**src/rtl/batt_chk_pkg.sv**
```systemverilog
// Package: shared types for the battery-check sequencer.
package batt_chk_pkg;
    // Measurement sequencer states.
    typedef enum logic [1:0] {
        CHK_IDLE   = 2'd0,
        CHK_SETTLE = 2'd1,
        CHK_WAIT   = 2'd2
    } chk_state_t;
endpackage

```
**src/rtl/batt_chk_interval.sv**
```systemverilog
// Module: batt_chk_interval
// Counts enable ticks while the supply is valid and flags the tick that
// completes a full interval. The count restarts on request and is frozen
// while the supply is invalid.
// Assumes INTERVAL_TICKS >= 2.
module batt_chk_interval #(
    parameter int unsigned INTERVAL_TICKS = 86400
) (
    input  logic clk,
    input  logic rst_n,
    input  logic supply_ok,
    input  logic tick,
    input  logic restart,
    output logic due
);
    localparam int unsigned CW = $clog2(INTERVAL_TICKS + 1);
    localparam logic [CW-1:0] LAST = CW'(INTERVAL_TICKS - 1);

    logic [CW-1:0] cnt_q;

    // Expiry: the tick that takes the count past its last value.
    always_comb begin
        due = supply_ok && tick && (cnt_q == LAST);
    end

    // Interval count: restart, or advance on a powered tick with wrap.
    always_ff @(posedge clk) begin
        if (!rst_n) begin
            cnt_q <= '0;
        end else if (restart) begin
            cnt_q <= '0;
        end else if (supply_ok && tick) begin
            cnt_q <= (cnt_q == LAST) ? '0 : cnt_q + 1'b1;
        end
    end

    // no counting while running on the battery.
    p_frozen_unpowered_r7: assert property (@(posedge clk) disable iff (!rst_n)
        !supply_ok |=> $stable(cnt_q));
endmodule

```
**src/rtl/batt_chk_fsm.sv**
```systemverilog
// Module: batt_chk_fsm
// Runs one measurement handshake at a time. A measurement starts on
// power-up, on interval expiry, or on a remembered expiry. The request is
// held for SETTLE_CYCLES cycles, then the first valid comparator result is
// latched into the battery-low flag. A supply loss aborts the measurement
// and leaves the flag unchanged.
// Assumes SETTLE_CYCLES >= 1.
module batt_chk_fsm
    import batt_chk_pkg::*;
#(
    parameter int unsigned SETTLE_CYCLES = 4
) (
    input  logic clk,
    input  logic rst_n,
    input  logic supply_ok,
    input  logic due,
    input  logic cmp_valid,
    input  logic cmp_low,
    output logic restart,
    output logic meas_req,
    output logic batt_low_n
);
    localparam int unsigned SW = $clog2(SETTLE_CYCLES + 1);
    localparam logic [SW-1:0] SETTLE_LAST = SW'(SETTLE_CYCLES - 1);

    chk_state_t    st_q;
    logic [SW-1:0] sc_q;
    logic          req_q;
    logic          pu_pend_q;
    logic          sch_pend_q;
    logic          low_q;
    logic          start;
    logic          done;

    // Start and completion conditions.
    always_comb begin
        start   = supply_ok && (st_q == CHK_IDLE) && (pu_pend_q || sch_pend_q || due);
        restart = supply_ok && (st_q == CHK_IDLE) && pu_pend_q;
        done    = supply_ok && (st_q == CHK_WAIT) && cmp_valid;
    end

    // Sequencer: idle, settle window, wait for a valid result; abort on supply loss.
    always_ff @(posedge clk) begin
        if (!rst_n) begin
            st_q  <= CHK_IDLE;
            sc_q  <= '0;
            req_q <= 1'b0;
        end else if (!supply_ok) begin
            st_q  <= CHK_IDLE;
            req_q <= 1'b0;
        end else begin
            case (st_q)
                CHK_IDLE: begin
                    if (start) begin
                        st_q  <= CHK_SETTLE;
                        sc_q  <= '0;
                        req_q <= 1'b1;
                    end
                end
                CHK_SETTLE: begin
                    if (sc_q == SETTLE_LAST) begin
                        st_q <= CHK_WAIT;
                    end else begin
                        sc_q <= sc_q + 1'b1;
                    end
                end
                CHK_WAIT: begin
                    if (cmp_valid) begin
                        st_q  <= CHK_IDLE;
                        req_q <= 1'b0;
                    end
                end
                default: begin
                    st_q  <= CHK_IDLE;
                    req_q <= 1'b0;
                end
            endcase
        end
    end

    // Power-up pending: set by reset and by every invalid-supply cycle.
    always_ff @(posedge clk) begin
        if (!rst_n) begin
            pu_pend_q <= 1'b1;
        end else if (!supply_ok) begin
            pu_pend_q <= 1'b1;
        end else if (start) begin
            pu_pend_q <= 1'b0;
        end
    end

    // Scheduled pending: remembers an expiry that arrives during a measurement.
    always_ff @(posedge clk) begin
        if (!rst_n) begin
            sch_pend_q <= 1'b0;
        end else if (start) begin
            sch_pend_q <= 1'b0;
        end else if (supply_ok && due) begin
            sch_pend_q <= 1'b1;
        end
    end

    // Battery-low flag: updated only when a measurement completes.
    always_ff @(posedge clk) begin
        if (!rst_n) begin
            low_q <= 1'b0;
        end else if (done) begin
            low_q <= cmp_low;
        end
    end

    assign meas_req   = req_q;
    assign batt_low_n = ~low_q;

    // the flag holds unless the sequencer is waiting and a result is valid.
    p_hold_between_checks_r5: assert property (@(posedge clk) disable iff (!rst_n)
        !((st_q == CHK_WAIT) && cmp_valid) |=> $stable(low_q));
    // a remembered expiry is never left behind while idle and powered.
    p_sched_served_r9: assert property (@(posedge clk) disable iff (!rst_n)
        (sch_pend_q && supply_ok && (st_q == CHK_IDLE)) |=> (meas_req || !$past(supply_ok)));
endmodule

```
**src/rtl/batt_chk_seq.sv**
```systemverilog
// Module: batt_chk_seq (top)
// Battery-check scheduler. It combines the interval counter with the
// measurement sequencer. Ports follow the request/valid handshake to
// an external comparator.
// Assumes tick is a single-cycle enable and all inputs are synchronous to clk.
module batt_chk_seq #(
    parameter int unsigned INTERVAL_TICKS = 86400,
    parameter int unsigned SETTLE_CYCLES  = 4
) (
    input  logic clk,
    input  logic rst_n,
    input  logic supply_ok,
    input  logic tick,
    input  logic cmp_valid,
    input  logic cmp_low,
    output logic meas_req,
    output logic batt_low_n
);
    localparam int unsigned AW = $clog2(SETTLE_CYCLES + 2);
    localparam logic [AW-1:0] AGE_MAX = AW'(SETTLE_CYCLES);

    logic due;
    logic restart;

    batt_chk_interval #(
        .INTERVAL_TICKS(INTERVAL_TICKS)
    ) u_interval (
        .clk      (clk),
        .rst_n    (rst_n),
        .supply_ok(supply_ok),
        .tick     (tick),
        .restart  (restart),
        .due      (due)
    );

    batt_chk_fsm #(
        .SETTLE_CYCLES(SETTLE_CYCLES)
    ) u_fsm (
        .clk       (clk),
        .rst_n     (rst_n),
        .supply_ok (supply_ok),
        .due       (due),
        .cmp_valid (cmp_valid),
        .cmp_low   (cmp_low),
        .restart   (restart),
        .meas_req  (meas_req),
        .batt_low_n(batt_low_n)
    );

    // Checker state: how long the request has been high, saturating.
    logic [AW-1:0] req_age_q;
    always_ff @(posedge clk) begin
        if (!rst_n) begin
            req_age_q <= '0;
        end else if (!meas_req) begin
            req_age_q <= '0;
        end else if (req_age_q != AGE_MAX) begin
            req_age_q <= req_age_q + 1'b1;
        end
    end

    // no request is present after an invalid-supply cycle.
    p_no_req_unpowered_r7: assert property (@(posedge clk) disable iff (!rst_n)
        !supply_ok |=> !meas_req);
    // a request only begins after a valid-supply cycle.
    p_req_needs_supply_r2: assert property (@(posedge clk) disable iff (!rst_n)
        $rose(meas_req) |-> $past(supply_ok));
    // the flag only moves after a full settling window.
    p_settle_before_sample_r3: assert property (@(posedge clk) disable iff (!rst_n)
        !$stable(batt_low_n) |-> ($past(req_age_q) >= AGE_MAX));
    // a supply loss never alters the flag.
    p_abort_keeps_flag_r8: assert property (@(posedge clk) disable iff (!rst_n)
        !supply_ok |=> $stable(batt_low_n));
endmodule

```
**config.mk**
```make
export PLATFORM = sky130hd
export DESIGN_NAME = batt_chk_seq
export DESIGN_NICKNAME = d
export VERILOG_FILES = /design/src/rtl/batt_chk_pkg.sv /design/src/rtl/batt_chk_interval.sv /design/src/rtl/batt_chk_fsm.sv /design/src/rtl/batt_chk_seq.sv
export SDC_FILE = /design/constraint.sdc
export NUM_CORES = 1
export LEC_CHECK = 0
export ABC_AREA = 0
export BUFFER_PORTS_ARGS = -buffer_cell sky130_fd_sc_hd__buf_4
export CAP_MARGIN = 20
export CORE_ASPECT_RATIO = 0.8
export CORE_MARGIN = 5
export CORE_UTILIZATION = 62
export DETAILED_ROUTE_END_ITERATION = 12
export PLACE_DENSITY = 0.87
export SYNTH_ARGS = -nofsm -noshare
export SYNTH_HDL_FRONTEND = slang
export SYNTH_SLANG_ARGS = --single-unit
```
**constraint.sdc**
```tcl
create_clock -name clk -period 3.3 [get_ports clk]
set_input_delay 0.495 -clock clk [delete_from_list [all_inputs] [get_ports clk]]
set_output_delay 0.495 -clock clk [all_outputs]
set_load 0.01 [all_outputs]
```
==> results.cfg, run 1 <==
[outcome]
run_status = finished, final reports clean

[route]
route.detailed.drc = 0
totalWireLength_microns = 2370
wl_per_cell_microns = 13.6
routed-via-count = 1022
avgViaCountPerCell = 5.84
drt_pre_antenna_iters = 4
final_antenna_net_count = 0
drtIter0Drc = 26

[sta]
min_period_over_period_pct = 56.2
min_period_ps = 1860
slew_headroom_pct = 68.3
worst_pin_slew_ps = 473
timing_hold_violations_final = 0
tns_setup_ps = 0
setup_slack_ps = 1440
rsz0062_at_grt = no
timing.clock.skew_ps = 11.5
setup_viol_count_final = 0
clock.fmax_mhz = 539
timing_max_transition_violations_final = 0

[clocking]
htree_levels = 1
clock_buffers_created_by_tritoncts = 3
clk_root_buffer_cell = clkbuf_4
cts_resized = 0
cts_hold_buf = 0
clock_tree.buffer_depth = 2
cts_post_setup_buffers_inserted = 0
tritoncts_clock_tree = done
cts.sinks = 26
clock_latency_ps = 320
cts.clk_slew.worst_paths_ps = 130

[floorplanning]
ioPinCount = 8
core.rowCount = 14
die_h_microns = 49.9
core_area_sq_um = 1890
chipWidth_microns = 59.9
die-area_sq_um = 2990
start_util_pct = 65.3

[critical_path]
critical_path.slowest_cell = or4_4
setup.reg_to_reg.worst_slack_ps = 1440
timing_worst_setup_path_type = reg -> reg
cp_num_cells = 5
r2r_start = u_interval.cnt_q[0]$_SDFFE_PP0N_
r2r_cells = 5
critPathMaxStageDelay_ps = 480
critPathMaxFanout = 5
crit_chain = ha_1 > and4_1 > nand2_1 > or4_4 > a32o_1
crit_path_to = u_fsm.sc_q[1]$_SDFFE_PN0P_
r2r-end = u_fsm.sc_q[1]$_SDFFE_PN0P_
startpoint_type = flip-flop
critPathArrivalTime_ps = 2080
worst_path_dominant_cell_family = simple AND/OR/NAND/NOR gates
critPathRequiredTime_ps = 3520
critical_path.n_buffers_inverters = 0
critPathCaptureType = flip-flop
worstSetupStartpoint = u_interval.cnt_q[0]$_SDFFE_PP0N_

[power_and_ir_drop]
design_power_total_w = 0.000482
powerDensity_nw_per_um2 = 362
worst_ir_drop_vdd_v = 0.000258
power_leakage_nw = 0.463

[yosys]
synth-xor-area-share_pct = 9.92
netlist-cell-type-count = 33
yosys.area.top_type = dfxtp_1
ys_dominant_reg_cell = dfxtp_1
synth-async-reset-ratio_pct = 0
synth_mux_area_share_pct = 0.810
synth.yosys.seq_area_share_pct = 42.1
synth_simple_gate_area_share_pct = 30.3
main_area_contributors_after_synthesis = dfxtp_1 42%, nor2_1 7.3%, xnor2_1 6.4%
synth.net_count = 152
postSynthCellCount = 143
synth.top_cell.area_share_pct = 42.1
synth_area_per_cell_sq_um = 8.64
yosys_register_bits = 26
synth.cell_area_sq_um = 1240
synthesis.yosys.warnings = 0
adder_and_majority_gate_portion_of_the_synthesized_area_pct = 3.04
synth_enable_flop_cells = 0
synth-compound-area-share_pct = 10.4
largest_family_of_logic_cells_by_synthesized_area = simple AND/OR/NAND/NOR gates

[finish]
drive_gt1_share_pct = 11.9
commonest_cells_after_routing_fill_and_taps_aside = 26 x dfxtp_1, 24 x nor2_1, 9 x nand2_1, 9 x nand3_1, 9 x xnor2_1
layout_commonest_cell = dfxtp_1
nets = 162
antennaDiodeCount = 0
area_delta_synth_final_pct = 7.79

[hold_path]
hold_path_class = in -> reg

[placement]
gpl.final_weighted_congestion = 0.844
preCtsSetupSlack_ps = 1270
port_buffers = 7
detailed_placement_hpwl_microns = 1760

[global_route]
first_global_vias = 943
grt_start_max_net_pins = 17
grt.total_usage_pct = 17.8
grt_pass1_wl_microns = 4080
grt_antenna_before_repair = 0
grt-ovfl-total = 0

[job]
drv_cap = 0
==> area by class of cell <==
type                            instances  area, sq um
Clock buffer                            3         22.5
Fill cell                             159          559
Inverter                                7         26.3
Multi-Input combinational cell        107          673
Sequential cell                        26          520
Tap cell                               24         30.0
Timing Repair Buffer                    8         60.1
==> power by group <==
group	total [W]	switching (W)	internal, W
clock network	0.000131	0.0000877	0.0000428
logic	0.0000316	0.0000185	0.0000132
registers	0.000320	0.00000281	0.000317
==> worst min-delay path by stage <==
stage,start,to,cells past startpoint
floorplan,u_interval.cnt_q[16]$_SDFFE_PP0N_,u_interval.cnt_q[16]$_SDFFE_PP0N_,2
global placement,u_interval.cnt_q[1]$_SDFFE_PP0N_,u_interval.cnt_q[1]$_SDFFE_PP0N_,2
detailed placement,u_interval.cnt_q[1]$_SDFFE_PP0N_,u_interval.cnt_q[1]$_SDFFE_PP0N_,2
CTS,rst_n,u_fsm.pu_pend_q$_SDFFE_PN1P_,2
global route,rst_n,u_fsm.pu_pend_q$_SDFFE_PN1P_,2
finish,rst_n,u_fsm.pu_pend_q$_SDFFE_PN1P_,2
==> registers in the layout, indices dropped and copies added (netlist names) <==
name and count:
u_interval.cnt_q 17, u_fsm.sc_q 3, u_fsm.st_q 2, u_fsm.low_q 1
u_fsm.meas_req 1, u_fsm.pu_pend_q 1, u_fsm.sch_pend_q 1
==> cells in the mapped netlist, types with 2 or more instances <==
cell type and instances:
inv_1 7, nand2_1 9, nor2_1 24, xor2_1 5, dfxtp_1 26, xnor2_1 9, nand3_1 9, nor4_1 6
nand4_1 6, nor3b_1 3, nor3_1 5, a31o_2 2, a21oi_1 6, o21ai_0 3, ha_1 3, and4_1 3
==> through the flow <==
stage | utilization, % | cell area, sq um | hold slack, ps | std cells
2_1_floorplan | - | 1240 | 453 | 143
3_3_place_gp | 69.2 | 1310 | 466 | 172
3_5_place_dp | 69.2 | 1310 | 482 | 172
4_1_cts | 70.4 | 1330 | 389 | 175
5_1_grt | 70.4 | 1330 | 392 | 175
6_report | 70.4 | 1330 | 396 | 175
==> worst register-to-register path, delay by kind of cell (launching register included) <==
kind | cells | cell delay [ps]
simple gates | 3 | 870
flops | 1 | 400
compound gates | 1 | 270
fa+ha+maj | 1 | 210
==> logic make-up after synthesis <==
| group | count (synthesis) |
|---|---|
| compound gates | 18 |
| xor+xnor | 14 |
| fa+ha+maj | 3 |
| buf+inv | 10 |
| flops | 26 |
| mux | 1 |
| simple gates | 71 |
==> metal layers <==
metal	GRT usage, %	vias to the layer above	part of all wire (%)
li1	-	526	-
met1	22.9	473	49
met2	28.1	21	45
met3	5.48	2	5.0
met4	5.17	0	1.0
met5	0	-	0
Note: power is estimated with default switching activity, not from simulation.
==> run 2: changes to the inputs <==
--- a/config.mk
+++ b/config.mk
@@ -10,9 +10,9 @@
 export CAP_MARGIN = 20
 export CORE_ASPECT_RATIO = 0.8
 export CORE_MARGIN = 5
-export CORE_UTILIZATION = 62
+export CORE_UTILIZATION = 58
 export DETAILED_ROUTE_END_ITERATION = 12
-export PLACE_DENSITY = 0.87
+export PLACE_DENSITY = 0.83
 export SYNTH_ARGS = -nofsm -noshare
 export SYNTH_HDL_FRONTEND = slang
 export SYNTH_SLANG_ARGS = --single-unit
==> constraint.sdc (replaced) <==
create_clock -name clk -period 1.8 [get_ports clk]
set_input_delay 0.27 -clock clk [delete_from_list [all_inputs] [get_ports clk]]
set_output_delay 0.27 -clock clk [all_outputs]
set_load 0.01 [all_outputs]
==> run 2 against run 1 <==
Against the previous run: via count is 11% higher; highest routed layer unchanged; sequential share of layout area is 5.9 points lower; count of clock-buffer cells in the layout is 1 higher; clock skew is 7.4 ps lower; critical endpoint unchanged; wire length is 17% higher; worst hold slack worse by 220 ps.
==> results.cfg, run 2 (synthesized netlist as in run 1, its figures left out) <==
[finish]
commonest_cells_after_routing_fill_and_taps_aside = 28 x buf_4, 24 x nor2_1, 24 x dfxtp_1
register_containing_the_most_flip_flops_in_the_final_layout = u_interval.cnt_q
area_delta_synth_final_pct = 27.4
biggestRegsByFlops = u_interval.cnt_q x17, u_fsm.sc_q x3, u_fsm.st_q x2
nets = 183
multi_input_area_sq_um = 728
sequential_area_sq_um = 523
drive_gt1_share_pct = 26.6
final_util_pct = 74.9
layout_commonest_cell = buf_4
largest_reg_flops = 17
design_area_sq_um = 1580
fillers = 143
antennaDiodeCount = 0
layout.cells.non_filler = 198

[critical_path]
critPathMaxStageDelay_ps = 600
crit_chain = or3b_4 > or4_4 > a32o_1
critPathRequiredTime_ps = 2030
timing_worst_setup_path_type = reg -> reg
critical_path.slowest_cell = or4_4
critPathCaptureType = flip-flop
critPathMaxFanout = 6
critPathArrivalTime_ps = 1960
startpoint_type = flip-flop

[sta]
rsz0062_at_grt = no
timing_max_transition_violations_final = 0
slew_headroom_pct = 62.9
clock.fmax_mhz = 576
setup_viol_count_final = 0
min_period_ps = 1740
worst_pin_slew_ps = 554
timing_hold_violations_final = 0
setup_slack_ps = 64.9
min_period_over_period_pct = 96.4
timing.clock.skew_ps = 4.12

[clocking]
clock_tree.buffer_depth = 2
tritoncts_clock_tree = done
clock_latency_ps = 320
clk_root_buffer_cell = clkbuf_4
cts.clk_slew.worst_paths_ps = 130
cts_hold_buf = 0
clock_buffers_created_by_tritoncts = 3
cts.sinks = 26
htree_levels = 1

[global_route]
first_global_vias = 993
grt-ovfl-total = 0
grt.total_usage_pct = 17.6
grt_antenna_before_repair = 0
grt_pass1_wl_microns = 4170
grt_start_max_net_pins = 17

[floorplanning]
start_util_pct = 58.8
core.rowCount = 15
core_area_sq_um = 2100
chipWidth_microns = 61.6
ioPinCount = 8
die-area_sq_um = 3160
die_h_microns = 51.3

[power_and_ir_drop]
power_leakage_nw = 0.609
design_power_total_w = 0.000947
worst_ir_drop_vdd_v = 0.000633
powerDensity_nw_per_um2 = 601

[route]
avgViaCountPerCell = 5.72
drtIter0Drc = 71
totalWireLength_microns = 2770
wl_per_cell_microns = 14.0
routed-via-count = 1133
final_antenna_net_count = 0
route.detailed.drc = 0
drt_pre_antenna_iters = 5

[placement]
placedInstanceArea_sq_um = 1440
post-place-cells = 190
detailed_placement_hpwl_microns = 1930
preCtsSetupSlack_ps = -168
gpl.final_weighted_congestion = 0.818
port_buffers = 7

[hold_path]
hold_path_class = in -> reg

[job]
drv_cap = 0

[outcome]
run_status = finished, final reports clean
==> run 2: changes by cell type in the layout (fill, tap and decap cells not counted), moves of 2 or more <==
cell     previous run  this run
dfxtp_1            26        24
a31o_2              2         0
a31o_4              0         2
dfxtp_2             0         2
buf_4               8        28
==> run 2: report_power, final <==
part	leakage [nW]	switching (W)	internal, W
Clock	0.0210	0.000163	0.000124
Sequential	0.211	0.00000536	0.000582
Combinational	0.378	0.0000397	0.0000335
==> run 2: timing repair <==
action / in CTS / in global routing
resized for setup: 4 / 7
setup buffers: 1 / 4
setup endpoints to repair: 17 / 20
pin swaps: 1 / 7
==> run 2: cell type report <==
| type | count | area share (%) |
|---|---|---|
| Inverter | 7 | 1.67 |
| Multi-Input combinational cell | 107 | 46.2 |
| Sequential cell | 26 | 33.2 |
| Timing Repair Buffer | 29 | 14.6 |
| Clock buffer | 4 | 2.30 |
| Tap cell | 25 | 1.99 |
==> run 2: worst paths after layout <==
path / from / end / slack, ps / cells past startpoint
worst min register to register: u_interval.cnt_q[16]$_SDFFE_PP0N_ / u_interval.cnt_q[16]$_SDFFE_PP0N_ / 500 / 2
worst max-delay path: u_fsm.st_q[1]$_SDFFE_PN0P_ / u_fsm.sc_q[1]$_SDFFE_PN0P_ / 60 / 3
worst min-delay path: supply_ok / u_fsm.pu_pend_q$_SDFFE_PN1P_ / 170 / 2
worst max register to register: u_fsm.st_q[1]$_SDFFE_PN0P_ / u_fsm.sc_q[1]$_SDFFE_PN0P_ / 60 / 3
==> run 2: stage by stage <==
step | hold slack, ps | TNS, ps
floorplan | 354 | 0
global placement | 462 | -447
detailed placement | 484 | -2300
CTS | 162 | 0
global route | 166 | 0
finish | 172 | 0
==> run 2: per-layer routing <==
layer / wire length, microns / GRT usage [%]
met3: 183 / 4.55
met5: 0 / 0
met1: 1180 / 21.1
met4: 15 / 3.18
met2: 1400 / 31.2
==> run 2: critical path: cells and delay by family, from the launching register on <==
family	cells	cell delay, ps
simple gates	2	1030
compound gates	1	240
flops	1	380
==> run 3: changes to the inputs <==
--- a/config.mk
+++ b/config.mk
@@ -7,12 +7,13 @@
 export LEC_CHECK = 0
 export ABC_AREA = 0
 export BUFFER_PORTS_ARGS = -buffer_cell sky130_fd_sc_hd__buf_4
-export CAP_MARGIN = 20
+export CAP_MARGIN = 10
 export CORE_ASPECT_RATIO = 0.8
 export CORE_MARGIN = 5
-export CORE_UTILIZATION = 58
+export CORE_UTILIZATION = 62
 export DETAILED_ROUTE_END_ITERATION = 12
-export PLACE_DENSITY = 0.83
+export PLACE_DENSITY = 0.87
+export SLEW_MARGIN = 10
 export SYNTH_ARGS = -nofsm -noshare
 export SYNTH_HDL_FRONTEND = slang
 export SYNTH_SLANG_ARGS = --single-unit
==> constraint.sdc (replaced) <==
create_clock -name clk -period 2 [get_ports clk]
set_input_delay 0.3 -clock clk [delete_from_list [all_inputs] [get_ports clk]]
set_output_delay 0.3 -clock clk [all_outputs]
set_load 0.01 [all_outputs]
==> run 3 against run 2 <==
Against the previous run: clock skew grew 2.3 ps; setup slack gained 120 ps; total power shrank 10%; sequential cell count is the same; critical path depth grew 2; fmax shrank 4.2%; core utilization shrank 1.7 points; combinational power shrank 28%; sequential power shrank 10%; critical endpoint unchanged; largest power group unchanged.
==> results.cfg, run 3 (synthesized netlist as in run 1, its figures left out) <==
[outcome]
run_status = finished, final reports clean

[critical_path]
critPathRequiredTime_ps = 2240
critPathMaxFanout = 5
setup.reg_to_reg.worst_slack_ps = 190
r2r_cells = 5
critPathCaptureType = flip-flop
critPathArrivalTime_ps = 2050
timing_worst_setup_path_type = reg -> reg
startpoint_type = flip-flop

[finish]
register_containing_the_most_flip_flops_in_the_final_layout = u_interval.cnt_q
layout_commonest_cell = dfxtp_1
final_util_pct = 73.2
drive_gt1_share_pct = 14.7
nets = 166
commonest_cells_after_routing_fill_and_taps_aside = 26 x dfxtp_1, 24 x nor2_1, 12 x buf_4
fillers = 154
antennaDiodeCount = 0
layout.cells.non_filler = 180
largest_reg_flops = 17
biggestRegsByFlops = u_interval.cnt_q x17, u_fsm.sc_q x3, u_fsm.st_q x2
area_delta_synth_final_pct = 12.0

[job]
drv_cap = 0

[clocking]
clock_tree.buffer_depth = 2
clock_latency_ps = 330
cts.sinks = 26
tritoncts_clock_tree = done
htree_levels = 1
cts.clk_slew.worst_paths_ps = 140
clock_buffers_created_by_tritoncts = 3
clk_root_buffer_cell = clkbuf_4
cts_post_setup_buffers_inserted = 0

[floorplanning]
die-area_sq_um = 2990
core.rowCount = 14
chipWidth_microns = 59.9
core_area_sq_um = 1890
ioPinCount = 8
start_util_pct = 65.3
die_h_microns = 49.9

[route]
totalWireLength_microns = 2660
routed-via-count = 1070
drtIter0Drc = 60
final_antenna_net_count = 0
drt_pre_antenna_iters = 4
route.detailed.drc = 0
wl_per_cell_microns = 14.8
avgViaCountPerCell = 5.94

[power_and_ir_drop]
powerDensity_nw_per_um2 = 613
seqPwrFrac_pct = 62.2
cellInternalPower_w = 0.000656
worst_ir_drop_vdd_v = 0.000513
pwr-share-clk_pct = 31.6
comb_power_share_pct = 6.2
design_power_total_w = 0.000849
p_sw_w = 0.000193
power.switching_fraction_pct = 22.8
power_leakage_nw = 0.494

[sta]
clock.fmax_mhz = 552
slew_headroom_pct = 56.2
setup_slack_ps = 189
timing_max_transition_violations_final = 0
min_period_over_period_pct = 90.5
timing.clock.skew_ps = 6.47
tns_setup_ps = 0
rsz0062_at_grt = no
setup_viol_count_final = 0
min_period_ps = 1810
worst_pin_slew_ps = 657
timing_hold_violations_final = 0

[hold_path]
hold_path_depth = 3
hold_path_class = in -> reg

[placement]
preCtsSetupSlack_ps = -51.1
port_buffers = 7
post-place-cells = 176
gpl.final_weighted_congestion = 0.827
detailed_placement_hpwl_microns = 2020

[global_route]
grt-ovfl-total = 0
grt_pass1_wl_microns = 4600
grt.total_usage_pct = 19.8
first_global_vias = 1030
grt_start_max_net_pins = 17
grt_antenna_before_repair = 0
run 3: cell types whose count changed in the layout (fill, tap and decap cells not counted), sizes merged:
cell / before / now
buf: 29 / 12
run 3: metrics by stage:
| stage | area (sq um) | hold slack (ps) |
|---|---|---|
| after global placement | 1340 | 468 |
| after detailed placement | 1340 | 485 |
| after CTS | 1390 | 197 |
| after global routing | 1390 | 184 |
| final | 1390 | 198 |
| after floorplan | 1240 | 384 |
run 3: power groups by stage:
stage	combinational [W]	clock (W)	sequential [W]
after floorplan	0.0000323	0	0.000539
after global placement	0.0000485	0	0.000539
after detailed placement	0.0000505	0	0.000540
after CTS	0.0000521	0.000269	0.000528
after global routing	0.0000570	0.000300	0.000530
final	0.0000525	0.000268	0.000528
run 3: path summary, 6_finish.rpt:
check,startpoint,to
hold reg to reg,u_interval.cnt_q[1]$_SDFFE_PP0N_,u_interval.cnt_q[1]$_SDFFE_PP0N_
setup reg to reg,u_interval.cnt_q[0]$_SDFFE_PP0N_,u_fsm.sc_q[1]$_SDFFE_PN0P_
setup / recovery,u_interval.cnt_q[0]$_SDFFE_PP0N_,u_fsm.sc_q[1]$_SDFFE_PN0P_
hold / removal,cmp_low,u_fsm.low_q$_SDFFE_PN0P_
run 3: per-layer routing:
layer | wire length, microns | GRT usage [%]
met1 | 1200 | 26.0
met4 | 84 | 7.75
met5 | 0 | 0
met2 | 1170 | 29.5
met3 | 198 | 6.27
run 3: area by class of cell:
cell class	instances	area [sq um]	share of cell area, %
Tap cell	24	30.0	2.17
Sequential cell	26	520	37.6
Inverter	7	26.3	1.90
Clock buffer	4	36.3	2.62
Multi-Input combinational cell	107	682	49.2
Timing Repair Buffer	12	90.1	6.50
run 3: what timing repair did:
item                                    4_1_cts  5_1_grt
hold endpoints to repair                      0        0
hold buffers                                  0        0
gates resized for setup                       1        0
endpoints found under the setup margin       15        0
run 3: critical path, cell delays in order, from the launching register on:
cell     delay [ps]
dfxtp_1         420
ha_1            220
and4_1          220
nand2_1         120
or4_4           480
a32o_1          270
